--- config.mk ---
export PLATFORM = sky130hd
export DESIGN_NAME = op_status_reporter
export DESIGN_NICKNAME = d
export VERILOG_FILES = /design/src/rtl/status_pkg.sv /design/src/rtl/sr_read_tracker.sv /design/src/rtl/sr_toggle_unit.sv /design/src/rtl/sr_bit_merge.sv /design/src/rtl/op_status_reporter.sv
export SDC_FILE = /design/constraint.sdc
export NUM_CORES = 1
export LEC_CHECK = 0
export CAP_MARGIN = 10
export CORE_AREA = 4 4 41 43
export DETAILED_ROUTE_END_ITERATION = 7
export DIE_AREA = 0 0 45 47
export PLACE_DENSITY_LB_ADDON = 0.05
export SLEW_MARGIN = 40
export SYNTH_ARGS = -nofsm -noshare
export SYNTH_HDL_FRONTEND = slang
export SYNTH_HIERARCHICAL = 1
export SYNTH_SLANG_ARGS = --single-unit
--- constraint.sdc ---
create_clock -name clk -period 1.4 [get_ports clk]
set_input_delay 0.14 -clock clk [delete_from_list [all_inputs] [get_ports clk]]
set_output_delay 0.14 -clock clk [all_outputs]
set_load 0.01 [all_outputs]
--- src/rtl/status_pkg.sv ---
package status_pkg;
  // Mode captured at the start of a host read
  typedef struct packed {
    logic busy;
    logic erase;
  } read_mode_t;

  localparam read_mode_t MODE_IDLE = '{busy: 1'b0, erase: 1'b0};
endpackage

--- src/rtl/sr_read_tracker.sv ---
module sr_read_tracker
  import status_pkg::*;
(
  input  logic       clk,
  input  logic       rst_n,
  input  logic       rd_strobe,
  input  logic       op_busy,
  input  logic       op_is_erase,
  output logic       rd_start,
  output read_mode_t cur_mode
);
  logic       strobe_q;
  read_mode_t held_mode;
  read_mode_t live_mode;

  assign rd_start  = rd_strobe & ~strobe_q;
  assign live_mode = '{busy: op_busy, erase: op_is_erase};

  // In the first cycle of a read the live inputs decide; afterwards the snapshot holds
  assign cur_mode = rd_start ? live_mode : held_mode;

  always_ff @(posedge clk or negedge rst_n) begin
    if (!rst_n) begin
      strobe_q  <= 1'b0;
      held_mode <= MODE_IDLE;
    end else begin
      strobe_q <= rd_strobe;
      if (rd_start) held_mode <= live_mode;
    end
  end
endmodule

--- src/rtl/sr_toggle_unit.sv ---
module sr_toggle_unit (
  input  logic clk,
  input  logic rst_n,
  input  logic rd_start,
  input  logic start_busy,
  output logic tog_shown
);
  logic tog_q;
  logic advance;

  assign advance = rd_start & start_busy;
  // New value is visible in the same cycle the read begins
  assign tog_shown = advance ? ~tog_q : tog_q;

  always_ff @(posedge clk or negedge rst_n) begin
    if (!rst_n)       tog_q <= 1'b0;
    else if (advance) tog_q <= ~tog_q;
  end
endmodule

--- src/rtl/sr_bit_merge.sv ---
module sr_bit_merge #(
  parameter int DATA_W     = 8,
  parameter int POLL_BIT   = 7,
  parameter int TOGGLE_BIT = 6
) (
  input  logic              show_status,
  input  logic              erase_op,
  input  logic              addr_match,
  input  logic [DATA_W-1:0] last_data,
  input  logic [DATA_W-1:0] array_data,
  input  logic              tog_bit,
  output logic [DATA_W-1:0] rd_data
);
  logic poll_val;

  always_comb begin
    if (erase_op)        poll_val = 1'b0;
    else if (addr_match) poll_val = ~last_data[POLL_BIT];
    else                 poll_val = array_data[POLL_BIT];
  end

  for (genvar i = 0; i < DATA_W; i++) begin : g_bit
    if (i == POLL_BIT) begin : g_poll
      assign rd_data[i] = show_status ? poll_val : array_data[i];
    end else if (i == TOGGLE_BIT) begin : g_tog
      assign rd_data[i] = show_status ? tog_bit : array_data[i];
    end else begin : g_pass
      assign rd_data[i] = array_data[i];
    end
  end
endmodule

--- src/rtl/op_status_reporter.sv ---
module op_status_reporter
  import status_pkg::*;
#(
  parameter int DATA_W     = 8,
  parameter int POLL_BIT   = 7,
  parameter int TOGGLE_BIT = 6
) (
  input  logic              clk,
  input  logic              rst_n,
  input  logic              op_busy,
  input  logic              op_is_erase,
  input  logic [DATA_W-1:0] last_data,
  input  logic              addr_match,
  input  logic              rd_strobe,
  input  logic [DATA_W-1:0] array_data,
  output logic [DATA_W-1:0] rd_data,
  output logic              rb_pull_en,
  output logic              rb_level
);
  logic       rd_start;
  read_mode_t cur_mode;
  logic       tog_bit;
  logic       show_status;

  sr_read_tracker u_track (
    .clk        (clk),
    .rst_n      (rst_n),
    .rd_strobe  (rd_strobe),
    .op_busy    (op_busy),
    .op_is_erase(op_is_erase),
    .rd_start   (rd_start),
    .cur_mode   (cur_mode)
  );

  sr_toggle_unit u_tog (
    .clk       (clk),
    .rst_n     (rst_n),
    .rd_start  (rd_start),
    .start_busy(op_busy),
    .tog_shown (tog_bit)
  );

  assign show_status = rd_strobe & cur_mode.busy;

  sr_bit_merge #(
    .DATA_W    (DATA_W),
    .POLL_BIT  (POLL_BIT),
    .TOGGLE_BIT(TOGGLE_BIT)
  ) u_merge (
    .show_status(show_status),
    .erase_op   (cur_mode.erase),
    .addr_match (addr_match),
    .last_data  (last_data),
    .array_data (array_data),
    .tog_bit    (tog_bit),
    .rd_data    (rd_data)
  );

  // Open-drain ready/busy: enable follows busy directly, level is tied low
  assign rb_pull_en = op_busy;
  assign rb_level   = 1'b0;
endmodule

# == Word level (Yosys, flattened, before mapping) ==
# Index checks and enable logic that the tools add are counted.
# op_classes
mux,6
n_bitwise,6
# op_table
op,n
$mux W1,5
$and A1 B1 Y1,3
$not A1 Y1,3
$mux W2,1
# word_totals
output_inout_bits,10
in_bits,22
register_bits,4
elab_cells,16

# == Longest topological paths before layout ==
# Gate-level depths: netlist of the first run.
# logic_depth
word_depth,5
mapped_depth,5
ltp_nobuf,5

# == By module ==
# Netlist of the first run, hierarchy kept.
# modules_own_cells
mod,area_per_inst_um2,instances,seq_area_each_um2,cells_each
sr_read_tracker,122.6,1,75.1,7
sr_bit_merge,75.1,1,0.0,10
sr_toggle_unit,37.5,1,25.0,3
op_status_reporter,25.0,1,0.0,4

# == Worst setup path after synthesis of the first run ==
# No wires, ideal clock.
# synth_path
path_kind,register to output
from,reg u_track.strobe_q
to,out rd_data[6]
n_path_buf,0
stages_incl_launch_ff,5
t_arrival_ps,1222
setup_slack_ps,38
cell_sequence,dfrtp_1 nand2b_4 mux2_4 and2_1 mux2_2
# synth_lines
item,line,source
start: declaration,sr_read_tracker.sv:12,logic strobe_q;
start signal: assignment,sr_read_tracker.sv:27,strobe_q <= rd_strobe;
end: declaration,op_status_reporter.sv:16,"output logic [DATA_W-1:0] rd_data,"

==> results of run 1 <==
## layout make-up
cell class	instances	area [µm²]
clock buffer	3	22.5
fill	148	935
inverter	1	3.75
multi-input combinational	11	98.8
sequential	4	100
tap	15	18.8
timing repair buffer	13	123
## where the power goes
group          total [mW]  switching [mW]  internal [mW]
Combinational       0.118          0.0428         0.0749
Sequential          0.150         0.00922          0.141
Clock               0.144          0.0483         0.0960
Total               0.412           0.100          0.312
## how the worst max path moves through the flow
stage	end	depth (start not counted)
after floorplan	rd_data[6]	4
after global placement	rd_data[7]	7
after detailed placement	rd_data[7]	7
after CTS	rd_data[6]	5
after global routing	rd_data[6]	5
final	rd_data[6]	5
## repair_timing
action,4_1_cts,5_1_grt
resized for setup,11,1
pin swaps,1,0
setup buffers,0,0
setup endpoints to repair,3,2
hold buffers,0,0
## per-layer routing
layer	vias to the layer above	part of all wire	track usage
met1	70	0.41	0.0598
met5	-	0	0
met3	2	0.15	0.0498
met4	0	0.0077	0.0643
li1	85	-	-
met2	9	0.42	0.0763
## sequential cells by signal, summed over array words and instances, names as in the netlist
signal and flops:
u_tog/tog_q 1, u_track/held_mode 2, u_track/strobe_q 1
## placed cells by master (no fill, tap or decap)
| cell type | n |
|---|---|
| mux2_2 | 1 |
| nand2_1 | 1 |
| buf_2 | 1 |
| inv_1 | 1 |
| clkdlybuf4s50_1 | 7 |
| and2_4 | 1 |
| mux2_4 | 2 |
| dfrtp_1 | 4 |
| clkbuf_4 | 3 |
| o21ai_0 | 1 |
| conb_1 | 1 |
| nor2_1 | 1 |
| dlymetal6s2s_1 | 1 |
| nand2b_4 | 1 |
| dlygate4sd2_1 | 1 |
| buf_6 | 1 |
| a32o_1 | 1 |
| buf_4 | 2 |
| xnor2_1 | 1 |
## worst reg2reg max path: stages, from the launching register on
cell and delay [ns]:
dfrtp_1 0.35, nand2b_4 0.15, mux2_4 0.31
## cells in the mapped netlist, drive strengths merged
cell / count
buf: 8
dfrtp: 4
mux2: 3
a32o: 1
and2: 1
conb: 1
inv: 1
nand2: 1
nand2b: 1
nor2: 1
o21ai: 1
xnor2: 1
## cell families (layout without fill, tap and decap cells)
| group | count (synthesis) | count (layout) | synth area share |
|---|---|---|---|
| compound gates | 2 | 2 | 0.0577 |
| xor+xnor | 1 | 1 | 0.0337 |
| buf+inv | 9 | 17 | 0.245 |
| flops | 4 | 4 | 0.385 |
| mux | 3 | 3 | 0.159 |
| other cells | 1 | 1 | 0.0144 |
| simple gates | 4 | 4 | 0.106 |
## stage by stage
step	hold slack, ns	setup TNS, ns	util	cells	worst slack [ns]
final	0.113	-0.604	0.282	47	-0.330
after floorplan	-0.156	0	-	24	0.0380
after global routing	0.118	-0.757	0.282	47	-0.391
after CTS	0.111	-0.646	0.280	47	-0.348
after global placement	0.280	-1.45	0.264	44	-0.720
after detailed placement	0.280	-1.48	0.264	44	-0.730
==> impl_metrics.json, run 1 <==
{
  "grt_first_pass_wirelength_um": 793,
  "post_syn_instances": 24,
  "power.ir.vdd_worst_uv": 321,
  "grt_util_all_layers": 0.0611,
  "finalMaxSlewViolations": 0,
  "yosys.cell_types.count": 13,
  "hold_path_class": "in -> async",
  "setup_viol": 2,
  "first_iter_violations": 4,
  "crit_fanout": 3,
  "synthDominantAreaCellType": "dfrtp_1",
  "cp_top_family": "multiplexers",
  "power.density_nw_per_um2": 1120,
  "floorplan.initialDensity": 0.200,
  "cts-htree-levels": 1,
  "post-dp-hpwl_um": 425,
  "finalCritPeriodShare": 1.24,
  "fp.coreArea_um2": 1300,
  "floorplan.die_area_um2": 2120,
  "placed_cell_area_um2": 344,
  "slowest_stage_cell_crit_path": "dfrtp_1",
  "chipHeight_um": 47,
  "timing.rr.start": "u_track/strobe_q$_DFF_PN0_",
  "placement.io_buffers": 11,
  "antenna_found_initial": 0,
  "netlist.area_leader.share": 0.385,
  "post_synth_instance_area_um2": 260,
  "critical_path.reg2reg.endpoint": "u_track/held_mode[0]$_DFF_PN0_",
  "finalHoldViolations": 0,
  "cp_data_arrival_time_ns": 1.59,
  "grt_setup_unrepaired": "yes",
  "p_leak_nw": 0.180,
  "r2r_slack_ns": 0.46,
  "avgRoutedWirePerCell_um": 11.0,
  "floorplan.die.width_um": 45,
  "max_cap_viol_count": 0,
  "syn-mean-instance-area_um2": 10.8,
  "cts_buffers": 3,
  "placement_rows": 13,
  "skew_ns": 0.000488,
  "timing.setup.critical_path_class": "reg -> out",
  "critPathBufInv": 1,
  "final_antenna_net_count": 0,
  "area.growth.synth_to_final_pct": 40.9,
  "first_global_vias": 197,
  "aggregate_global_routing_overflow": 0,
  "cts_buffer_depth": 2,
  "finish.instance_area_um2": 367,
  "violated_checks": "setup timing",
  "fmaxAchievable_mhz": 578,
  "routed_via_density": 3.53,
  "wl_um": 517,
  "place.gp.congestion": 0.629,
  "largest_net_degree_at_the_start_of_global_routing": 5,
  "critical_path.cell_chain": "nand2b_4 > mux2_4 > and2_4 > mux2_2 > buf_6",
  "ys_top_cells_by_area": "dfrtp_1 38%, buf_4 23%, mux2_4 12%, nand2b_4 5.3%, mux2_2 4.3%",
  "worst_ep_required_time_ns": 1.26,
  "via_count": 166,
  "post-route-worst-setup-slack_ns": -0.330,
  "top_level_ports": 32,
  "drt_drc_violations_left": 0,
  "finalPower_uw": 412,
  "layout.nets": 56,
  "antenna_cells": 0,
  "ys_seq_area_frac": 0.385,
  "finalWorstPathRequiredPeriod_ns": 1.73,
  "worstSetupStartpoint": "u_track/strobe_q$_DFF_PN0_",
  "clock-root-buffer": "clkbuf_4",
  "result_of_the_run": "complete, but fails checks",
  "worstRegToRegCells": 2,
  "count_of_clock_tree_sinks": 4,
  "clock_tree_from_tritoncts": "done",
  "final_layout_size_suffix_gt1_frac": 0.375,
  "critical_path_startpoint_category": "flop",
  "worst_setup_hold_path_clk_slew_ns": 0.04,
  "cpPeakStageDelay_ns": 0.35,
  "drt_pre_antenna_iters": 2,
  "synth.ff_latch_count": 4,
  "insertion_delay_ns": 0.23,
  "yosys_warnings": 6,
  "synth.net_count": 46,
  "crit_path_end_kind": "primary output"
}
Power figures use the tool's default switching activity.
==> run 2: changes to the inputs <==
Settings changed: CAP_MARGIN 10 to 20, PLACE_DENSITY set to 0.62, PLACE_DENSITY_LB_ADDON 0.05 to not set.
Clock period 1.4 ns to 2.2 ns, I/O delays scaled along.
==> run 2 against run 1 <==
Net effect:
- the run now ends clean
- cell count is 2.1% lower
- register-to-register slack better by 0.81 ns
- power is 38% lower
- die area stayed put
- clock power is 38% lower
- utilization fell by 0.58 points
- routed wire length shrank 7.7%
- critical path type unchanged
- critical endpoint is now rd_data[7]
- largest cell class unchanged
- largest power group unchanged
==> impl_metrics.json, run 2 (synthesized netlist as in run 1, its figures left out) <==
{
  "count_of_clock_tree_sinks": 4,
  "mostFrequentLayoutCell": "clkdlybuf4s50_1",
  "slowest_stage_cell_crit_path": "dfrtp_1",
  "cts_buffer_depth": 2,
  "finalPower_uw": 255,
  "place.gp.congestion": 0.626,
  "cp_data_arrival_time_ns": 1.70,
  "hold_path_class": "in -> async",
  "finalHoldViolations": 0,
  "first_global_vias": 197,
  "avgRoutedWirePerCell_um": 10.4,
  "antenna_cells": 0,
  "finish.instance_area_um2": 359,
  "clock-root-buffer": "clkbuf_4",
  "met2_usage": 0.0932,
  "critical_path.cell_chain": "nand2b_4 > mux2_4 > and2_1 > a32o_1 > dlygate4sd2_1",
  "clock_tree_from_tritoncts": "done",
  "floorplan.die.width_um": 45,
  "multi_input_area_um2": 96.3,
  "timing.setup.critical_path_class": "reg -> out",
  "floorplan.initialDensity": 0.200,
  "placed_cell_area_um2": 337,
  "post-route-worst-setup-slack_ns": 0.282,
  "fmaxAchievable_mhz": 521,
  "top_usage_layer": "met2",
  "pre_cts_slack_ns": -0.0922,
  "grt_first_pass_wirelength_um": 793,
  "skew_ns": 0.00107,
  "finalHoldWorstSlack_ns": 0.189,
  "cpPeakStageDelay_ns": 0.35,
  "via_count": 178,
  "crit_path_end_kind": "primary output",
  "layout.nets": 55,
  "floorplan.die_area_um2": 2120,
  "first_iter_violations": 2,
  "worst_setup_hold_path_clk_slew_ns": 0.04,
  "p_leak_nw": 0.173,
  "crit_fanout": 3,
  "cts-htree-levels": 1,
  "grt_util_all_layers": 0.0619,
  "drt_pre_antenna_iters": 4,
  "cts_buffers": 3,
  "cp_top_family": "flip-flops",
  "drt_drc_violations_left": 0,
  "final_layout_size_suffix_gt1_frac": 0.258,
  "ff_latch_area_um2": 100,
  "placement.io_buffers": 11,
  "top_level_ports": 32,
  "most-common-layout-cells": "8 x clkdlybuf4s50_1, 4 x dfrtp_1, 3 x clkbuf_4",
  "groute.layer.met3.usage": 0.0421,
  "power.ir.vdd_worst_uv": 202,
  "layout_top_registers": "u_track/held_mode x2, u_tog/tog_q x1, u_track/strobe_q x1",
  "finalWorstPathRequiredPeriod_ns": 1.92,
  "largest_register_ffs": 2,
  "max_cap_viol_count": 0,
  "routed_via_density": 3.87,
  "finalMaxSlewViolations": 0,
  "chipHeight_um": 47,
  "aggregate_global_routing_overflow": 0,
  "largest_register": "u_track/held_mode",
  "setup_viol": 0,
  "layout.core_utilization": 0.276,
  "largest_net_degree_at_the_start_of_global_routing": 5,
  "grt_setup_unrepaired": "no",
  "placement_rows": 13,
  "antenna_found_initial": 0,
  "result_of_the_run": "finished clean",
  "insertion_delay_ns": 0.23,
  "critPathBufInv": 1,
  "final_antenna_net_count": 0,
  "r2r_slack_ns": 1.27,
  "wl_um": 477,
  "critical_path_startpoint_category": "flop",
  "fill_cells": 158,
  "groute.layer.met1.usage": 0.0437,
  "fp.coreArea_um2": 1300,
  "power.density_nw_per_um2": 709,
  "area.growth.synth_to_final_pct": 38.0,
  "finalCritPeriodShare": 0.872,
  "post-dp-hpwl_um": 392,
  "worst_ep_required_time_ns": 1.98
}
run 2: repair_timing:
| action | CTS | global route |
|---|---|---|
| setup endpoints to repair | 2 | 1 |
| hold buffers | 0 | 0 |
| gates resized for setup | 2 | 1 |
| setup buffers | 0 | 0 |
run 2: cell type report:
| type | instances | share of cell area |
|---|---|---|
| repair buffers | 12 | 0.328 |
| multi-input cells | 11 | 0.268 |
| inverters | 1 | 0.0105 |
| well taps | 15 | 0.0523 |
| clock buffers | 3 | 0.0627 |
| flip-flops and latches | 4 | 0.279 |
run 2: power by group:
part | internal (mW) | switching (mW)
sequential | 0.0897 | 0.00539
combinational | 0.0441 | 0.0256
clock | 0.0609 | 0.0288
run 2: metal layers:
layer  part of all wire  up-vias
li1                   -       84
met1               0.38       77
met2               0.44       13
met3               0.13        4
met4              0.046        0
met5                  0        -
run 2: worst paths after layout:
| check | startpoint | endpoint | depth (start not counted) |
|---|---|---|---|
| worst min register to register | u_tog/tog_q$_DFF_PN0_ | u_tog/tog_q$_DFF_PN0_ | 1 |
| worst max register to register | u_track/strobe_q$_DFF_PN0_ | u_track/held_mode[0]$_DFF_PN0_ | 2 |
| worst max-delay path | u_track/strobe_q$_DFF_PN0_ | rd_data[7] | 5 |
| min in group clk | rd_strobe | u_track/strobe_q$_DFF_PN0_ | 2 |
| max in group asynchronous | rst_n | u_tog/tog_q$_DFF_PN0_ | 1 |
| worst min-delay path | rst_n | u_track/held_mode[0]$_DFF_PN0_ | 1 |
run 2: per-stage QoR:
step / instances / TNS (ns)
after global routing: 46 / 0
after CTS: 46 / 0
final: 46 / 0
after detailed placement: 43 / -0.169
after floorplan: 24 / 0
after global placement: 43 / -0.151
==> run 3: changes to the inputs <==
Settings changed: ABC_AREA set to 1, PLACE_DENSITY 0.62 to 0.63.
==> run 3 against run 2 <==
Net effect:
- clock-buffer cell count did not move
- register-to-register slack improved by 0.03 ns
- global-route usage fell by 0.71 points
- critical endpoint is now rd_data[6]
- largest cell class unchanged
- largest power group is now clock
==> impl_metrics.json, run 3 <==
{
  "count_of_clock_tree_sinks": 4,
  "hold_path_class": "in -> async",
  "synthMostInstantiatedCell": "nand2_1",
  "grt_first_pass_wirelength_um": 765,
  "drt_pre_antenna_iters": 1,
  "timing.setup.critical_path_class": "in -> out",
  "place.gp.congestion": 0.639,
  "area.growth.synth_to_final_pct": 36.5,
  "netlist.area_leader.share": 0.379,
  "share_of_flip_flops_with_an_asynchronous_set_or_reset_after_synthesis": 1.00,
  "routed_via_density": 3.83,
  "ys_seq_area_frac": 0.379,
  "floorplan.die.width_um": 45,
  "layout.nets": 67,
  "worstRegToRegCells": 6,
  "placement.io_buffers": 11,
  "power.ir.vdd_worst_uv": 209,
  "aggregate_global_routing_overflow": 0,
  "largest_register": "u_track/held_mode",
  "first_iter_violations": 0,
  "cts_buffers": 3,
  "synthDominantAreaCellType": "dfrtp_1",
  "critical_path_startpoint_category": "input port",
  "synth.net_count": 59,
  "crit_path_end_kind": "primary output",
  "clock-root-buffer": "clkbuf_4",
  "finalWorstPathRequiredPeriod_ns": 2.02,
  "clock_tree_from_tritoncts": "done",
  "p_leak_nw": 0.203,
  "worst_ep_required_time_ns": 1.98,
  "finalPower_uw": 228,
  "grt_setup_unrepaired": "no",
  "syn-mean-instance-area_um2": 7.14,
  "fill_cells": 155,
  "max_cap_viol_count": 0,
  "finalHoldViolations": 0,
  "finish.instance_area_um2": 360,
  "finalMaxSlewViolations": 0,
  "worst_setup_hold_path_clk_slew_ns": 0.04,
  "place.detailed.instances": 55,
  "finalCritPeriodShare": 0.918,
  "final_layout_size_suffix_gt1_frac": 0.0930,
  "dominantRegCellSynth": "dfrtp_1",
  "synth.ff_latch_count": 4,
  "crit_fanout": 5,
  "setup_viol": 0,
  "timing.rr.start": "u_track/strobe_q$_DFF_PN0_",
  "cp_data_arrival_time_ns": 1.80,
  "power.density_nw_per_um2": 633,
  "placed_cell_area_um2": 333,
  "yosys.cell_types.count": 10,
  "drt_drc_violations_left": 0,
  "insertion_delay_ns": 0.23,
  "fmaxAchievable_mhz": 495,
  "grt_util_all_layers": 0.0547,
  "layout_top_registers": "u_track/held_mode x2, u_tog/tog_q x1, u_track/strobe_q x1",
  "final_antenna_net_count": 0,
  "fp.coreArea_um2": 1300,
  "floorplan.initialDensity": 0.203,
  "antenna_cells": 0,
  "chipHeight_um": 47,
  "most-common-layout-cells": "11 x nand2_1, 9 x clkdlybuf4s50_1, 5 x inv_1",
  "via_count": 222,
  "layout.core_utilization": 0.277,
  "cts_setup_buffers": 0,
  "top_level_ports": 32,
  "largest_net_degree_at_the_start_of_global_routing": 6,
  "r2r_slack_ns": 1.30,
  "post_synth_instance_area_um2": 264,
  "result_of_the_run": "finished clean",
  "ys_top_cells_by_area": "dfrtp_1 38%, buf_4 23%, nand2_1 16%, nand3_1 7.6%, inv_1 7.1%",
  "critical_path.reg2reg.endpoint": "u_tog/tog_q$_DFF_PN0_",
  "largest_register_ffs": 2,
  "synth-edff-count": 0,
  "layoutNonFillerInstCount": 58,
  "post-dp-hpwl_um": 407,
  "mostFrequentLayoutCell": "nand2_1",
  "cts-htree-levels": 1,
  "skew_ns": 0.00149,
  "post_syn_instances": 37,
  "wl_um": 510,
  "yosys_warnings": 6,
  "synth_common_cells": "11 x nand2_1, 8 x buf_4, 5 x inv_1",
  "tns_ns": 0,
  "antenna_found_initial": 0,
  "placement_rows": 13,
  "first_global_vias": 204,
  "avgRoutedWirePerCell_um": 8.79,
  "cts_buffer_depth": 2,
  "floorplan.die_area_um2": 2120
}
==> run 3: cell types whose count changed in the layout (fill, tap and decap cells not counted), moves of 2 or more <==
cell / before / now
inv_1: 1 / 5
nand3_1: 0 / 4
dlygate4sd2_1: 2 / 0
mux2_4: 2 / 0
nand2_1: 1 / 11
==> run 3: repair_timing <==
action                                  4_1_cts  5_1_grt
hold buffers                                  0        0
endpoints found under the setup margin        0        1
resized for setup                             0        2
==> run 3: layout make-up <==
class | instances | area, µm² | share of cell area
repair buffers | 11 | 115 | 0.319
flip-flops and latches | 4 | 100 | 0.278
multi-input cells | 20 | 85.1 | 0.236
clock buffers | 3 | 22.5 | 0.0625
inverters | 5 | 18.8 | 0.0521
well taps | 15 | 18.8 | 0.0521
==> run 3: kinds of logic after synthesis <==
| logic type | count (synthesis) | synth area share |
|---|---|---|
| AOI/OAI and AO/OA | 2 | 0.0379 |
| buffers and inverters | 13 | 0.299 |
| DFF | 4 | 0.379 |
| other | 1 | 0.0142 |
| and+or+nand+nor | 17 | 0.270 |
==> run 3: worst max-delay path by stage <==
stage | cells after the start | start | end | slack (ns)
2_1_floorplan | 7 | u_track/strobe_q$_DFF_PN0_ | rd_data[6] | 0.99
3_3_place_gp | 10 | rd_strobe | rd_data[7] | 0.12
3_5_place_dp | 10 | rd_strobe | rd_data[7] | 0.08
4_1_cts | 10 | rd_strobe | rd_data[7] | 0.07
5_1_grt | 8 | op_busy | rd_data[6] | 0.04
6_report | 8 | op_busy | rd_data[6] | 0.18
==> run 3: through the flow <==
step / hold WS, ns / setup WS (ns)
5_1_grt: 0.213 / 0.0398
6_report: 0.194 / 0.180
4_1_cts: 0.193 / 0.0680
2_1_floorplan: -0.0756 / 0.991
3_5_place_dp: 0.440 / 0.0842
3_3_place_gp: 0.432 / 0.115
==> run 3: metal layers <==
metal / global-route usage / up-vias / share of wire
li1: - / 114 / -
met1: 0.0437 / 95 / 0.36
met2: 0.0876 / 13 / 0.45
met3: 0.0498 / 0 / 0.18
met4: 0.0351 / 0 / 0
met5: 0 / - / 0
==> run 3: critical path, stage by stage <==
cell and delay [ns]:
clkdlybuf4s50_1 0.53, nand3_1 0.09, nand2_1 0.09, nand2_1 0.05, inv_1 0.12, nand2_1 0.07, o21ai_0 0.07, clkdlybuf4s50_1 0.56
==> run 3: where the power goes <==
group | switching (mW) | total (mW) | internal (mW)
Sequential | 0.00341 | 0.0873 | 0.0839
Clock | 0.0266 | 0.0874 | 0.0608
Combinational | 0.0249 | 0.0533 | 0.0283
